## src/rtl/async_rx_pkg.sv

```systemverilog
package async_rx_pkg;
  typedef enum logic [1:0] {ST_IDLE, ST_HUNT, ST_BITS} rx_state_t;
  localparam logic [2:0] PAR_NONE = 3'd0;
  localparam logic [2:0] PAR_EVEN = 3'd1;
  localparam logic [2:0] PAR_ODD  = 3'd2;
  localparam logic [2:0] PAR_ZERO = 3'd3;
  localparam logic [2:0] PAR_ONE  = 3'd4;
endpackage

```

## src/rtl/rx_sync.sv

```systemverilog
module rx_sync #(
  parameter int STAGES = 2
) (
  input  logic clk,
  input  logic rst,
  input  logic d,
  output logic q
);
  logic [STAGES-1:0] pipe;
  always_ff @(posedge clk) begin
    if (rst) pipe <= '1;
    else     pipe <= {pipe[STAGES-2:0], d};
  end
  assign q = pipe[STAGES-1];
endmodule

```

## src/rtl/rx_timing.sv

```systemverilog
module rx_timing
  import async_rx_pkg::*;
#(
  parameter int OS_HI = 16,
  parameter int OS_LO = 8,
  parameter int IW    = 4
) (
  input  logic          clk,
  input  logic          rst,
  input  logic          tick,
  input  logic          os8,
  input  logic          rxs,
  input  logic [IW-1:0] frame_len,
  output logic          samp,
  output logic          sbit,
  output logic [IW-1:0] sidx
);
  localparam int CW = $clog2(OS_HI);

  rx_state_t     state;
  logic [CW:0]   cnt;
  logic [CW:0]   full;
  logic [CW:0]   half;
  logic [IW-1:0] idx;

  assign full = os8 ? OS_LO[CW:0] : OS_HI[CW:0];
  assign half = full >> 1;

  always_ff @(posedge clk) begin
    samp <= 1'b0;
    if (rst) begin
      state <= ST_IDLE;
      cnt   <= '0;
      idx   <= '0;
      sbit  <= 1'b1;
      sidx  <= '0;
    end else if (tick) begin
      case (state)
        ST_IDLE: begin
          if (!rxs) begin
            cnt   <= {{CW{1'b0}}, 1'b1};
            state <= ST_HUNT;
          end
        end
        ST_HUNT: begin
          if (rxs) begin
            state <= ST_IDLE;
          end else if (cnt == half - 1'b1) begin
            state <= ST_BITS;
            cnt   <= '0;
            idx   <= '0;
          end else begin
            cnt <= cnt + 1'b1;
          end
        end
        default: begin
          if (cnt == full - 1'b1) begin
            cnt  <= '0;
            samp <= 1'b1;
            sbit <= rxs;
            sidx <= idx;
            idx  <= idx + 1'b1;
            if (idx == frame_len - 1'b1) state <= ST_IDLE;
          end else begin
            cnt <= cnt + 1'b1;
          end
        end
      endcase
    end
  end


  reject_chk: assert property (@(posedge clk) disable iff (rst)
    (state == ST_HUNT && tick && rxs) |=> (state == ST_IDLE));

  spacing_chk: assert property (@(posedge clk) disable iff (rst)
    (state == ST_BITS) |-> (cnt < full));

  stop_idle_chk: assert property (@(posedge clk) disable iff (rst)
    (samp && sidx == frame_len - 1'b1) |-> (state == ST_IDLE));
endmodule

```

## src/rtl/rx_assemble.sv

```systemverilog
module rx_assemble
  import async_rx_pkg::*;
#(
  parameter int MAXB = 9,
  parameter int IW   = 4
) (
  input  logic            clk,
  input  logic            rst,
  input  logic            samp,
  input  logic            sbit,
  input  logic [IW-1:0]   sidx,
  input  logic [IW-1:0]   nbits,
  input  logic            has_par,
  input  logic            msb_first,
  input  logic [2:0]      par_mode,
  input  logic            rd_ack,
  output logic [MAXB-1:0] rx_data,
  output logic            rx_valid,
  output logic            parity_err,
  output logic            frame_err,
  output logic            overrun
);
  logic [MAXB-1:0] sh;
  logic            par_acc;
  logic            par_bit;
  logic            unread;
  logic            par_exp;
  logic [MAXB-1:0] lsb_val;

  assign lsb_val = sh >> (IW'(MAXB) - nbits);

  always_comb begin
    case (par_mode)
      PAR_EVEN: par_exp = par_acc;
      PAR_ODD:  par_exp = ~par_acc;
      PAR_ONE:  par_exp = 1'b1;
      default:  par_exp = 1'b0;
    endcase
  end

  always_ff @(posedge clk) begin
    rx_valid <= 1'b0;
    if (rst) begin
      sh         <= '0;
      par_acc    <= 1'b0;
      par_bit    <= 1'b0;
      unread     <= 1'b0;
      rx_data    <= '0;
      parity_err <= 1'b0;
      frame_err  <= 1'b0;
      overrun    <= 1'b0;
    end else begin
      if (rd_ack) begin
        unread  <= 1'b0;
        overrun <= 1'b0;
      end
      if (samp) begin
        if (sidx < nbits) begin
          sh      <= msb_first ? {sh[MAXB-2:0], sbit} : {sbit, sh[MAXB-1:1]};
          par_acc <= par_acc ^ sbit;
        end else if (has_par && sidx == nbits) begin
          par_bit <= sbit;
        end else begin
          rx_valid   <= 1'b1;
          rx_data    <= msb_first ? sh : lsb_val;
          frame_err  <= ~sbit;
          parity_err <= has_par && (par_bit != par_exp);
          unread     <= 1'b1;
          if (unread && !rd_ack) overrun <= 1'b1;
          sh         <= '0;
          par_acc    <= 1'b0;
        end
      end
    end
  end


  one_pulse_chk: assert property (@(posedge clk) disable iff (rst)
    rx_valid |=> !rx_valid);

  valid_src_chk: assert property (@(posedge clk) disable iff (rst)
    rx_valid |-> $past(samp));

  overrun_rise_chk: assert property (@(posedge clk) disable iff (rst)
    $rose(overrun) |-> rx_valid);

  hold_chk: assert property (@(posedge clk) disable iff (rst)
    !rx_valid |-> $stable(rx_data));
endmodule

```

## src/rtl/async_rx.sv

```systemverilog
module async_rx #(
  parameter int OS_HI = 16,
  parameter int OS_LO = 8,
  parameter int MAXB  = 9
) (
  input  logic            clk,
  input  logic            rst,
  input  logic            tick,
  input  logic            os8,
  input  logic            rxd,
  input  logic [2:0]      len_sel,
  input  logic            msb_first,
  input  logic [2:0]      par_mode,
  input  logic            rd_ack,
  output logic [MAXB-1:0] rx_data,
  output logic            rx_valid,
  output logic            parity_err,
  output logic            frame_err,
  output logic            overrun
);
  localparam int IW = $clog2(MAXB + 3);

  logic          rxs;
  logic          samp;
  logic          sbit;
  logic [IW-1:0] sidx;
  logic [IW-1:0] nbits;
  logic          has_par;
  logic [IW-1:0] frame_len;

  assign nbits     = (len_sel > 3'd4) ? IW'(MAXB) : IW'(MAXB - 4) + IW'(len_sel);
  assign has_par   = (par_mode != 3'd0) && (par_mode <= 3'd4);
  assign frame_len = nbits + IW'(has_par) + 1'b1;

  rx_sync #(.STAGES(2)) u_sync (
    .clk(clk), .rst(rst), .d(rxd), .q(rxs)
  );

  rx_timing #(.OS_HI(OS_HI), .OS_LO(OS_LO), .IW(IW)) u_timing (
    .clk(clk), .rst(rst), .tick(tick), .os8(os8), .rxs(rxs),
    .frame_len(frame_len), .samp(samp), .sbit(sbit), .sidx(sidx)
  );

  rx_assemble #(.MAXB(MAXB), .IW(IW)) u_asm (
    .clk(clk), .rst(rst), .samp(samp), .sbit(sbit), .sidx(sidx),
    .nbits(nbits), .has_par(has_par), .msb_first(msb_first),
    .par_mode(par_mode), .rd_ack(rd_ack), .rx_data(rx_data),
    .rx_valid(rx_valid), .parity_err(parity_err), .frame_err(frame_err),
    .overrun(overrun)
  );
endmodule

```

## config.mk

```make
export PLATFORM = sky130hd
export DESIGN_NAME = async_rx
export DESIGN_NICKNAME = d
export VERILOG_FILES = /design/src/rtl/async_rx_pkg.sv /design/src/rtl/rx_sync.sv /design/src/rtl/rx_timing.sv /design/src/rtl/rx_assemble.sv /design/src/rtl/async_rx.sv
export SDC_FILE = /design/constraint.sdc
export NUM_CORES = 1
export LEC_CHECK = 0
export BUFFER_PORTS_ARGS = -buffer_cell sky130_fd_sc_hd__clkbuf_2
export CAP_MARGIN = 25
export CORE_MARGIN = 2
export CORE_UTILIZATION = 35
export DETAILED_ROUTE_END_ITERATION = 8
export GPL_TIMING_DRIVEN = 1
export PLACE_DENSITY = 0.49
export SETUP_SLACK_MARGIN = 0.15
export SLEW_MARGIN = 30
export SYNTH_ARGS = -nofsm -noshare
export SYNTH_HDL_FRONTEND = slang
export SYNTH_HIERARCHICAL = 1
export SYNTH_SLANG_ARGS = --single-unit
```

## constraint.sdc

```tcl
create_clock -name clk -period 3.7 [get_ports clk]
set_clock_uncertainty 0.2 [all_clocks]
set_input_delay 0.74 -clock clk [delete_from_list [all_inputs] [get_ports clk]]
set_output_delay 0.74 -clock clk [all_outputs]
set_load 0.01 [all_outputs]
```

## Word level (Yosys, flattened, before mapping)

Index checks and enable logic that the tools add are counted.

- Input bits: 13
- Register bits after elaboration: 44
- Output and inout port bits: 13

- Reductions and logical operators: 20
- Equality and inequality tests: 14
- Bitwise gates (word level): 9
- Multiplexer cells: 35
- Shifts and indexed selects: 1
- Order comparisons: 3
- Add/subtract/negate cells: 9

Operators by type and width:

| cell | number |
|---|---|
| $mux 9 | 4 |
| $mux 5 | 5 |
| $mux 4 | 4 |
| $mux 1 | 13 |
| $reduce_and 3->1 | 4 |
| $eq 5x5->1 | 2 |
| $mux 2 | 5 |
| $pmux 5 s2 | 1 |
| $reduce_and 5->1 | 2 |
| $reduce_bool 3->1 | 3 |
| $shr 9x4->9 | 1 |
| $add 4x1->4 const B | 2 |
| $eq 4x4->1 | 2 |
| $not 1->1 | 8 |
| $pmux 4 s2 | 1 |
| $add 5x1->5 const B | 1 |
| $sub 4x1->5 const B | 1 |
| $sub 5x1->5 const B | 1 |
| $add 3x3->4 const A | 1 |
| $add 4x1->4 | 1 |
| $logic_and 1x1->1 | 4 |
| $lt 4x4->1 | 1 |
| $ne 2x1->1 const B | 2 |
| $ne 2x2->1 const B | 2 |
| 20 further kinds | 20 |

## Logic depth before layout (Yosys ltp)

Gate-level depths: netlist of run 1.

- Depth in word-level cells: 9
- Depth in mapped cells: 13
- Gate-level depth less buffers: 13

## Cells and area by module

The synthesis of run 1 kept the hierarchy.

Modules (own cells, without submodules):

| module | times used | cells an instance | area an instance (um^2) |
|---|---|---|---|
| rx_assemble | 1 | 172 | 1554.0 |
| rx_timing | 1 | 126 | 1101.1 |
| async_rx | 1 | 24 | 176.4 |
| rx_sync | 1 | 4 | 52.6 |

## Least setup slack after synthesis of run 1

No wires, ideal clock.

- Path type: input-to-reg
- Start point: input port len_sel[0]
- End point: register u_asm.sh[0]
- Buffers on the path: 1
- Data required time: 3372 ps
- Setup time: 128 ps
- Setup slack: 636 ps
- Data arrival time: 2737 ps
- Stages: 12
- Cell sequence: inv_1 -> ha_1 -> nand2b_2 -> and2_4 -> buf_6 -> inv_1 -> ha_1 -> nor2b_1 -> o311ai_1 -> nand2_1 -> a22oi_1 -> nor2_1

- Longest elaborated chain between the ends: 6
- Elaborated cells on any way between the ends: 9
- Classes of those cells: add/sub (1); order compare (2); eq/ne (2); mux (2); reduce/logical (2)

RTL lines:

| item | line | source |
|---|---|---|
| start, declared | async_rx.sv:11 | `input logic [2:0] len_sel,` |
| $add 3x3->4 / $gt 3x3->1 (equally long branches) | async_rx.sv:31 | `assign nbits = (len_sel > 3'd4) ? IW'(MAXB) : IW'(MAXB - 4) + IW'(len_sel);` |
| $mux 4 * | async_rx.sv:31 |  |
| named net nbits[1] | async_rx.sv:27 | `logic [IW-1:0] nbits;` |
| branches (longest 4 deep; another with $lt 4x4->1) | -- |  |
| end signal, assigned | rx_assemble.sv:59 | `sh <= msb_first ? {sh[MAXB-2:0], sbit} : {sbit, sh[MAXB-1:1]};` |
| end, declared | rx_assemble.sv:23 | `logic [MAXB-1:0] sh;` |

Mark *: on every way through the listed nets, which the timed path passes.
A chain may end at the register's enable or synchronous reset.

## Worst setup path after layout of run 1

- Start point: input port len_sel[0]
- End point: register u_asm.sh[2]

Same word-level chain as after synthesis.

==> results.yml, run 1 <==
layout:
  final_common_cell: "dfxtp_1"
  area_growth_pct: 8.894
  layout.nets: 367
  post_route_cells_drive_above_1_share_pct: 17.44
  antenna_cells: 0
  layoutNonFillerInstCount: 449
  final_cell_mix: "dfxtp_1 (44), clkbuf_2 (25), inv_1 (24), nand2_1 (22), a21oi_1 (22)"
floorplanning:
  core-area_um2: 8093
  placementRows: 33
  dieHeight_um: 94.78
  floorplan.io_pins: 26
  die_w_um: 94.78
  start_util_pct: 35.64
  design.die.area_um2: 8982
grt:
  grt_pass1_wl_mm: 11.18
  first_global_vias: 2226
  antenna_violations_before_repair: 0
  grt_max_degree: 29
  gr-usage-all-layers_pct: 15.73
  congestion_overflow_gr: 0
route:
  post_drt_via_cell_ratio: 5.245
  drtIter0Drc: 151
  antenna_left: 0
  drtPass1Iterations: 5
  total_via_count_in_the_routed_design: 2355
  detail_route.drc_violations: 0
  routedWlPerCell_um: 14.76
  wl_mm: 6.626
synthesis:
  synth_async_sr_flop_share_pct: 0
  yosysSeqAreaShare_pct: 30.54
  count_of_flip_flops_with_a_built_in_enable_after_synthesis: 0
  post_synth_instance_area_um2: 2884
  postSynthNetCount: 350
  syn_area_per_cell_um2: 8.847
  post_synth_inst_count: 326
  yosys_warning_total: 6
  ys_seq_elements: 44
  dominantRegCellSynth: "dfxtp_1"
  ys_types: 68
place:
  detailedPlace.worstSlack_ns: 0.2956
  dp_hpwl_mm: 4.808
  placedCellCount: 441
  io_buffers: 25
  routabilityCongestion: 0.8486
cts:
  cts_sink_cnt: 44
  clock_root_buffer: "clkbuf_8"
  cts_tree: "yes"
  number_of_buffers_added_for_setup_after_cts: 0
  htree_levels: 2
  hold_buffers: 0
  number_of_gates_resized_after_cts: 0
  clkLatencyLatePin_ns: 0.29
  numCtsBuffers: 5
  cts_max_path_buffers: 2
  path_clk_slew_ns: 0.08
timing:
  fin_ws_ns: 0.6207
  max_freq_ghz: 0.3247
  tightest_slew_ns: 0.5179
  timing.max_slew.rel_slack_pct: 65.39
  tns_ns: 0
  final_min_period_over_clock_period_pct: 83.22
  final-hold-violation-count: 0
  rsz0062_at_grt: "no"
  period_minus_slack_ns: 3.079
  finalSetupViolCount: 0
  final_slew_violations: 0
run:
  drv.max_cap_violation_count: 0
run_status:
  outcome: "finished clean"
hold_path:
  timing.hold.worst.class: "flop to flop"
critical_path:
  crit_fanout: 10
  cp-start-kind: "primary input"
  cp.arrival_ns: 3.06
  required_ns: 3.68
  endpoint_kind: "flop"
  timing_worst_setup_path_type: "primary input to flop"
power:
  power-per-cell-area_nw_per_um2: 293.7
  design_power_total_w: 0.0009223
  max-vdd-ir-drop_mv: 0.1689
  power.static_leakage_nw: 1.241
## worst paths after layout
kind | cells past startpoint | start | to | slack, ns
hold / removal | 1 | u_sync/pipe[0] | u_sync/pipe[1] | 0.22
setup reg to reg | 5 | u_timing/cnt[1] | u_timing/idx[1] | 1.48
hold reg to reg | 1 | u_sync/pipe[0] | u_sync/pipe[1] | 0.22
setup / recovery | 12 | len_sel[0] | u_asm/sh[2] | 0.62
## worst max-delay path, cell delays in order
cell and delay (ns):
clkbuf_2 0.11, inv_1 0.05, ha_1 0.19, nand2b_2 0.22, and2_4 0.22, inv_1 0.15
ha_1 0.26, nor2b_1 0.15, o311ai_1 0.32, nand2_1 0.31, a22oi_1 0.28, nor2_1 0.05
## layout make-up
class | instances | area [um^2]
multi-input combinational | 241 | 1808
clock buffer | 8 | 90.09
fill | 857 | 4952
sequential | 44 | 880.8
timing repair buffer | 27 | 140.1
inverter | 24 | 90.09
tap | 105 | 131.4
## through the flow
step | hold WS [ns] | cell area, um^2 | utilization, %
after detailed placement | 0.1950 | 3050 | 37.69
after floorplan | 0.1832 | 2884 | -
after global placement | 0.2130 | 3050 | 37.69
after global routing | 0.2403 | 3141 | 38.81
after CTS | 0.2276 | 3141 | 38.81
final | 0.2220 | 3141 | 38.81
## cell families (layout without fill, tap and decap cells)
group | count (synthesis) | in the layout | share of synthesized area, %
flops | 44 | 44 | 30.54
simple gates | 99 | 99 | 19.35
compound gates | 90 | 90 | 21.87
xor+xnor | 16 | 16 | 5.857
fa+ha+maj | 11 | 11 | 4.772
buf+inv | 41 | 59 | 6.768
mux | 25 | 25 | 10.85
## power by group
group / leakage [nW] / switching [W] / internal (W)
Combinational: 0.840 / 0.0000781 / 0.0000536
Clock: 0.0455 / 0.000162 / 0.000153
Sequential: 0.355 / 0.00000156 / 0.000475
## synth_stat cells (2+ instances only)
library cell,instances,area (um^2)
dfxtp_1,44,880.8
inv_1,24,90.09
a21oi_1,22,110.1
nand2_1,22,82.58
nor2_1,19,71.32
mux2i_1,14,140.1
a22oi_1,13,97.59
nand3_1,13,65.06
ha_1,11,137.6
o21ai_0,9,45.04
mux2_2,7,78.83
xor2_1,7,61.31
a211oi_1,6,45.04
buf_2,6,30.03
nor2b_1,6,37.54
nor3_1,6,30.03
xnor2_1,6,52.55
nand2b_1,5,31.28
a31oi_1,4,25.02
and2_1,4,25.02
clkbuf_1,4,15.01
nand4_1,4,25.02
o311ai_1,4,35.03
a211o_1,3,26.28
a21o_1,3,22.52
a311oi_1,3,26.28
and3_1,3,18.77
buf_4,3,22.52
buf_6,3,33.78
mux4_2,3,67.56
o21ai_1,3,15.01
a21oi_2,2,17.52
and3b_1,2,17.52
o21ai_2,2,17.52
o31ai_1,2,15.01
or2_1,2,12.51
## state kept, by name, indices dropped and copies added, names as in the netlist, 2 cells and up
register / flops
u_asm/rx_data: 9
u_asm/sh: 9
u_sync/pipe: 2
u_timing/cnt: 5
u_timing/idx: 4
u_timing/sidx: 4
u_timing/state: 2
## metal layers
layer | global-route usage [%] | routed length (um) | up-vias
met1 | 24.16 | 3565 | 1091
met5 | 0 | 0 | -
met2 | 22.46 | 2786 | 34
li1 | - | - | 1226
met3 | 2.953 | 223 | 4
met4 | 3.623 | 51 | 0
(Power assumes the default switching activity.)
==> run 2: changes to the inputs <==
- ABC_AREA: default -> 1
- clock period: 3.7 -> 2.95 ns (I/O delays scaled with it)
==> results.yml, run 2 <==
run_status:
  outcome: "finished clean"
synthesis:
  synth_top_family_by_area: "simple AND/OR/NAND/NOR gates"
  synth.largest_area_cell: "dfxtp_1"
  post_synth_instance_area_um2: 2804
  count_of_flip_flops_with_a_built_in_enable_after_synthesis: 0
  yosys_warning_total: 6
  post-synth-top-area-fraction_pct: 31.41
  muxShareOfSynthArea_pct: 0
  ys_seq_elements: 44
  synth-compound-area-share_pct: 12.09
  synth_adder_area_share_pct: 4.909
  synth_xor_area_share_pct: 2.499
  post_synth_inst_count: 444
  synth_async_sr_flop_share_pct: 0
  syn_area_per_cell_um2: 6.315
  synth_most_common_cell: "nand2_1"
  cells_taking_the_most_area_after_synthesis: "dfxtp_1 (31%), nand2_1 (19%), inv_1 (8.6%), nand3_1 (5.5%), nor2_1 (5.4%)"
  synth_common_cells: "nand2_1 (141), inv_1 (64), dfxtp_1 (44), nor2_1 (40), nand3_1 (31)"
  dominantRegCellSynth: "dfxtp_1"
  synthSimpleGateAreaFrac_pct: 38.24
  postSynthNetCount: 468
  ys_types: 33
  yosysSeqAreaShare_pct: 31.41
cts:
  cts_tree: "yes"
  clkLatencyLatePin_ns: 0.30
  path_clk_slew_ns: 0.08
  cts_max_path_buffers: 2
  htree_levels: 2
  hold_buffers: 0
  number_of_buffers_added_for_setup_after_cts: 0
  clock_root_buffer: "clkbuf_8"
  number_of_gates_resized_after_cts: 0
  cts_sink_cnt: 44
  numCtsBuffers: 5
floorplanning:
  die_w_um: 93.51
  dieHeight_um: 93.51
  core-area_um2: 7727
  start_util_pct: 36.29
  placementRows: 32
  floorplan.io_pins: 26
  design.die.area_um2: 8743
grt:
  globalRouteMet2Util_pct: 30.16
  antenna_violations_before_repair: 0
  grt_max_degree: 19
  grt_pass1_wl_mm: 11.50
  congestion_overflow_gr: 0
  globalRouteMet1Util_pct: 18.86
  global_route.usage.met3_pct: 2.820
  grt-busiest-layer: "met2"
  first_global_vias: 2589
  gr-usage-all-layers_pct: 16.35
layout:
  final_cell_mix: "nand2_1 (141), inv_1 (64), dfxtp_1 (44), nor2_1 (40), nand3_1 (31)"
  antenna_cells: 0
  top_flop_regs: "u_asm/rx_data (9), u_asm/sh (9), u_timing/cnt (5)"
  design_area_um2: 3236
  layout.core_utilization_pct: 41.87
  final_common_cell: "nand2_1"
  post_route_cells_drive_above_1_share_pct: 14.88
  layout.nets: 500
  layoutNonFillerInstCount: 579
  area_growth_pct: 15.39
  nFillCells: 857
critical_path:
  critical_path.cell_chain: "clkbuf_2, inv_1, ha_1, inv_1, nand2_2, nand2_1, inv_1, ha_1, buf_4, nor2_2, o21ai_0, nand2_1, inv_1, nand3_1, nor2_1, nor2_1, nand2_1, nand2_1, nand2_1, o21ai_1, inv_1"
  cpPeakStageDelay_ns: 0.19
  r2r.worst_path.cells: 10
  timing_worst_setup_path_type: "primary input to flop"
  worstPathBufferInverterCount: 7
  number_of_cells_on_the_critical_path: 21
  crit_fanout: 4
  cp.arrival_ns: 2.54
  critical-path-top-delay-family: "simple AND/OR/NAND/NOR gates"
  critPathSlowestCell: "ha_1"
  required_ns: 2.95
  crit-reg2reg-launch: "u_timing/cnt[0]"
  cp-start-kind: "primary input"
  endpoint_kind: "flop"
  crit_path_start: "len_sel[0]"
timing:
  tns_ns: 0
  final_slew_violations: 0
  period_minus_slack_ns: 2.543
  max_freq_ghz: 0.3932
  timing.max_slew.rel_slack_pct: 77.56
  rsz0062_at_grt: "no"
  final-hold-violation-count: 0
  tightest_slew_ns: 0.3353
  finalSetupViolCount: 0
  final_min_period_over_clock_period_pct: 86.21
power:
  power.static_leakage_nw: 1.607
  max-vdd-ir-drop_mv: 0.2206
  power-per-cell-area_nw_per_um2: 454.4
  netSwitchingFraction_pct: 25.19
  seq_power_share_pct: 40.9
  clock_power_share_pct: 43.2
  cellInternalPower_w: 0.001100
  combPwrFrac_pct: 15.8
  net-switching-power_w: 0.0003703
place:
  dpl-instance-area_um2: 3064
  routabilityCongestion: 0.8532
  dp_hpwl_mm: 5.160
  io_buffers: 25
  placedCellCount: 571
route:
  post_drt_via_cell_ratio: 4.720
  drtPass1Iterations: 4
  routedWlPerCell_um: 11.44
  antenna_left: 0
  detail_route.drc_violations: 0
  total_via_count_in_the_routed_design: 2733
  wl_mm: 6.625
  drtIter0Drc: 108
hold_path:
  timing.hold.worst.class: "flop to flop"
  holdCritStartpoint: "u_sync/pipe[0]"
  worstHoldPathCells: 2
run:
  drv.max_cap_violation_count: 0
run 2: cell types whose count changed after synthesis, sizes merged, moves of 5 or more:
| cell | change |
|---|---|
| nand2b | -6 |
| buf | -8 |
| and2 | -5 |
| nand2 | +127 |
| inv | +47 |
| mux2i | -14 |
| nand3 | +21 |
| xnor2 | -7 |
| mux2 | -7 |
| o21ai | +14 |
| a211oi | -7 |
| nor2 | +27 |
| nor2b | -6 |
| a22oi | -13 |
run 2: worst min-delay path: stages (launching register included):
cell	delay [ns]
dfxtp_1	0.32
inv_1	0.04
nand2_1	0.05
run 2: layer usage:
layer  routed length (um)  part of all wire (%)
met1                 3009                    45
met2                 3292                    50
met3                  173                   2.6
met4                  149                   2.2
met5                    0                     0
run 2: kinds of logic after synthesis:
family	Yosys count
flops	44
xor+xnor	8
compound gates	62
simple gates	242
fa+ha+maj	11
buf+inv	77
run 2: cell type report:
class / instances / area (um^2) / area share (%)
flip-flops and latches: 44 / 880.8 / 27.22
multi-input cells: 323 / 1632 / 50.43
repair buffers: 30 / 162.7 / 5.027
clock buffers: 5 / 68.82 / 2.127
well taps: 102 / 127.6 / 3.944
clock inverters: 3 / 90.09 / 2.784
inverters: 72 / 274.0 / 8.469
run 2: path summary, 6_finish.rpt:
kind | endpoint | slack [ns]
setup / recovery | u_timing/state[1] | 0.41
hold / removal | u_sync/pipe[1] | 0.23
setup reg to reg | u_timing/idx[1] | 1.13
hold reg to reg | u_sync/pipe[1] | 0.23
run 2: metrics by stage:
stage          total power (W)  hold slack, ns  setup slack, ns
6_report              0.001470          0.2299           0.4067
2_1_floorplan        0.0007844          0.1865           0.2050
3_5_place_dp         0.0008418          0.2060          0.04468
4_1_cts               0.001483          0.2324           0.3549
3_3_place_gp         0.0008401          0.2015          0.09915
5_1_grt               0.001548          0.2569           0.1533
run 2: power groups by stage:
| stage | logic, W | clock network (W) | registers, W |
|---|---|---|---|
| after floorplan | 0.000170 | 0 | 0.000614 |
| after global routing | 0.000271 | 0.000674 | 0.000603 |
| after detailed placement | 0.000226 | 0 | 0.000616 |
| after global placement | 0.000224 | 0 | 0.000616 |
| final | 0.000233 | 0.000636 | 0.000602 |
| after CTS | 0.000228 | 0.000653 | 0.000602 |
==> run 3: changes to the inputs <==
- RECOVER_POWER: default -> 25
- SYNTH_HIERARCHICAL: 1 -> default
==> results.yml, run 3 <==
floorplanning:
  dieHeight_um: 91.00
  placementRows: 31
  die_w_um: 91.00
  start_util_pct: 36.32
  design.die.area_um2: 8280
  floorplan.io_pins: 26
  core-area_um2: 7292
place:
  dp_hpwl_mm: 5.202
  io_buffers: 25
  routabilityCongestion: 0.9303
  placedCellCount: 530
  dpl-instance-area_um2: 2963
timing:
  max_freq_ghz: 0.3895
  rsz0062_at_grt: "no"
  tns_ns: 0
  final_slew_violations: 0
  timing.max_slew.rel_slack_pct: 33.29
  period_minus_slack_ns: 2.567
  final-hold-violation-count: 0
  tightest_slew_ns: 1.001
  finalSetupViolCount: 0
  final_min_period_over_clock_period_pct: 87.03
power:
  max-vdd-ir-drop_mv: 0.2467
  power-per-cell-area_nw_per_um2: 429.7
  netSwitchingFraction_pct: 28.72
  clock_power_share_pct: 35.9
  combPwrFrac_pct: 17.5
  seq_power_share_pct: 46.6
  cellInternalPower_w: 0.0009355
  net-switching-power_w: 0.0003769
  power.static_leakage_nw: 1.355
synthesis:
  count_of_flip_flops_with_a_built_in_enable_after_synthesis: 0
  post_synth_inst_count: 400
  postSynthNetCount: 426
  ys_seq_elements: 44
  synth_most_common_cell: "nand2_1"
  syn_area_per_cell_um2: 6.622
  dominantRegCellSynth: "dfxtp_1"
  synth_async_sr_flop_share_pct: 0
  yosysSeqAreaShare_pct: 33.25
  synth.largest_area_cell: "dfxtp_1"
  cells_taking_the_most_area_after_synthesis: "dfxtp_1 (33%), nand2_1 (15%), a21oi_1 (6.8%), nand3_1 (6.8%), ha_1 (6.1%)"
  synth_common_cells: "nand2_1 (105), dfxtp_1 (44), inv_1 (43), a21oi_1 (36), nand3_1 (36)"
  yosys_warning_total: 0
  ys_types: 33
  post-synth-top-area-fraction_pct: 33.25
  post_synth_instance_area_um2: 2649
critical_path:
  cp-start-kind: "primary input"
  worstPathBufferInverterCount: 5
  required_ns: 2.95
  crit-reg2reg-launch: "u_timing.sidx[3]"
  number_of_cells_on_the_critical_path: 17
  timing_worst_setup_path_type: "primary input to flop"
  internal_reg_to_reg_setup_slack_ns: 0.98
  crit_path_frequent_cell: "nand2_1"
  cpPeakStageDelay_ns: 0.28
  crit_fanout: 3
  critPathSlowestCell: "or2_2"
  critical-path-top-delay-family: "simple AND/OR/NAND/NOR gates"
  regToRegEndpoint: "u_asm.rx_data[4]"
  cp.arrival_ns: 2.56
  critical_path.cell_chain: "clkbuf_2, or2_2, inv_1, ha_1, inv_1, ha_1, ha_1, inv_1, or2_2, nand2_1, nand2_1, nand2_1, nand2_1, nand2_1, nand2_1, o21ai_0, inv_1"
  r2r.worst_path.cells: 10
  endpoint_kind: "flop"
cts:
  htree_levels: 2
  number_of_buffers_added_for_setup_after_cts: 0
  numCtsBuffers: 5
  cts_sink_cnt: 44
  cts_tree: "yes"
  number_of_gates_resized_after_cts: 0
  clkLatencyLatePin_ns: 0.30
  hold_buffers: 0
  cts_max_path_buffers: 2
  path_clk_slew_ns: 0.09
  clock_root_buffer: "clkbuf_8"
layout:
  area_growth_pct: 15.30
  layoutNonFillerInstCount: 538
  antenna_cells: 0
  final_cell_mix: "nand2_1 (105), dfxtp_1 (44), inv_1 (43), nand3_1 (36), a21oi_1 (36)"
  post_route_cells_drive_above_1_share_pct: 15.49
  top_flop_regs: "u_asm.rx_data (9), u_asm.sh (9), u_timing.cnt (5)"
  final_common_cell: "nand2_1"
  layout.nets: 464
  design_area_um2: 3054
grt:
  grt_max_degree: 21
  congestion_overflow_gr: 0
  grt_pass1_wl_mm: 11.21
  first_global_vias: 2361
  gr-usage-all-layers_pct: 16.59
  antenna_violations_before_repair: 0
run_status:
  outcome: "finished clean"
route:
  post_drt_via_cell_ratio: 4.784
  wl_mm: 6.595
  routedWlPerCell_um: 12.26
  total_via_count_in_the_routed_design: 2574
  detail_route.drc_violations: 0
  drtPass1Iterations: 4
  antenna_left: 0
  drtIter0Drc: 98
hold_path:
  worstHoldPathCells: 1
  holdPathEnd: "u_sync.pipe[1]"
  holdCritStartpoint: "u_sync.pipe[0]"
  timing.hold.worst.class: "flop to flop"
run:
  drv.max_cap_violation_count: 0
==> run 3: how the worst max path moves through the flow <==
stage                   endpoint   startpoint  slack, ns
2_1_floorplan        u_asm.sh[6]   len_sel[0]       0.19
3_3_place_gp   u_timing.state[1]  par_mode[1]       0.11
3_5_place_dp   u_timing.state[1]  par_mode[1]       0.05
4_1_cts        u_timing.state[1]  par_mode[1]       0.37
5_1_grt         u_asm.rx_data[2]   len_sel[1]       0.14
6_report       u_timing.state[1]  par_mode[1]       0.38
==> run 3: power groups by stage <==
stage	sequential, W	combinational [W]	clock (W)
after floorplan	0.000623	0.000165	0
after global placement	0.000625	0.000233	0
after detailed placement	0.000626	0.000231	0
after CTS	0.000612	0.000233	0.000486
after global routing	0.000613	0.000264	0.000509
final	0.000611	0.000229	0.000472
==> run 3: layout make-up <==
class,instances,area (um^2)
clock inverter,3,42.54
clock buffer,5,68.82
multi-input combinational,296,1528
sequential,44,880.8
tap,99,123.9
timing repair buffer,39,210.2
fill,843,4238
inverter,52,200.2
==> run 3: per-layer routing <==
metal | track usage, % | share of wire [%]
met3 | 2.905 | 2.5
met5 | 0 | 0
met1 | 20.22 | 46
met2 | 30.12 | 50
met4 | 4.040 | 0.96
==> run 3: logic make-up (layout without fill, tap and decap cells) <==
family	after synthesis	in the layout	synth area share [%]
AND/OR/NAND/NOR	198	198	32.69
AO/OA/AOI/OAI	81	81	17.53
buffers and inverters	60	99	9.069
flip-flops	44	44	33.25
adder cells (fa/ha/maj)	13	13	6.141
XOR/XNOR	4	4	1.323
==> run 3: per-stage QoR <==
step,hold WS (ns),setup WS [ns],util (%),total power (W)
2_1_floorplan,0.1895,0.1877,-,0.0007886
3_3_place_gp,0.2091,0.1087,40.63,0.0008584
3_5_place_dp,0.1938,0.04634,40.63,0.0008567
4_1_cts,0.2143,0.3666,42.16,0.001331
5_1_grt,0.2188,0.1441,41.88,0.001386
6_report,0.2134,0.3827,41.88,0.001312
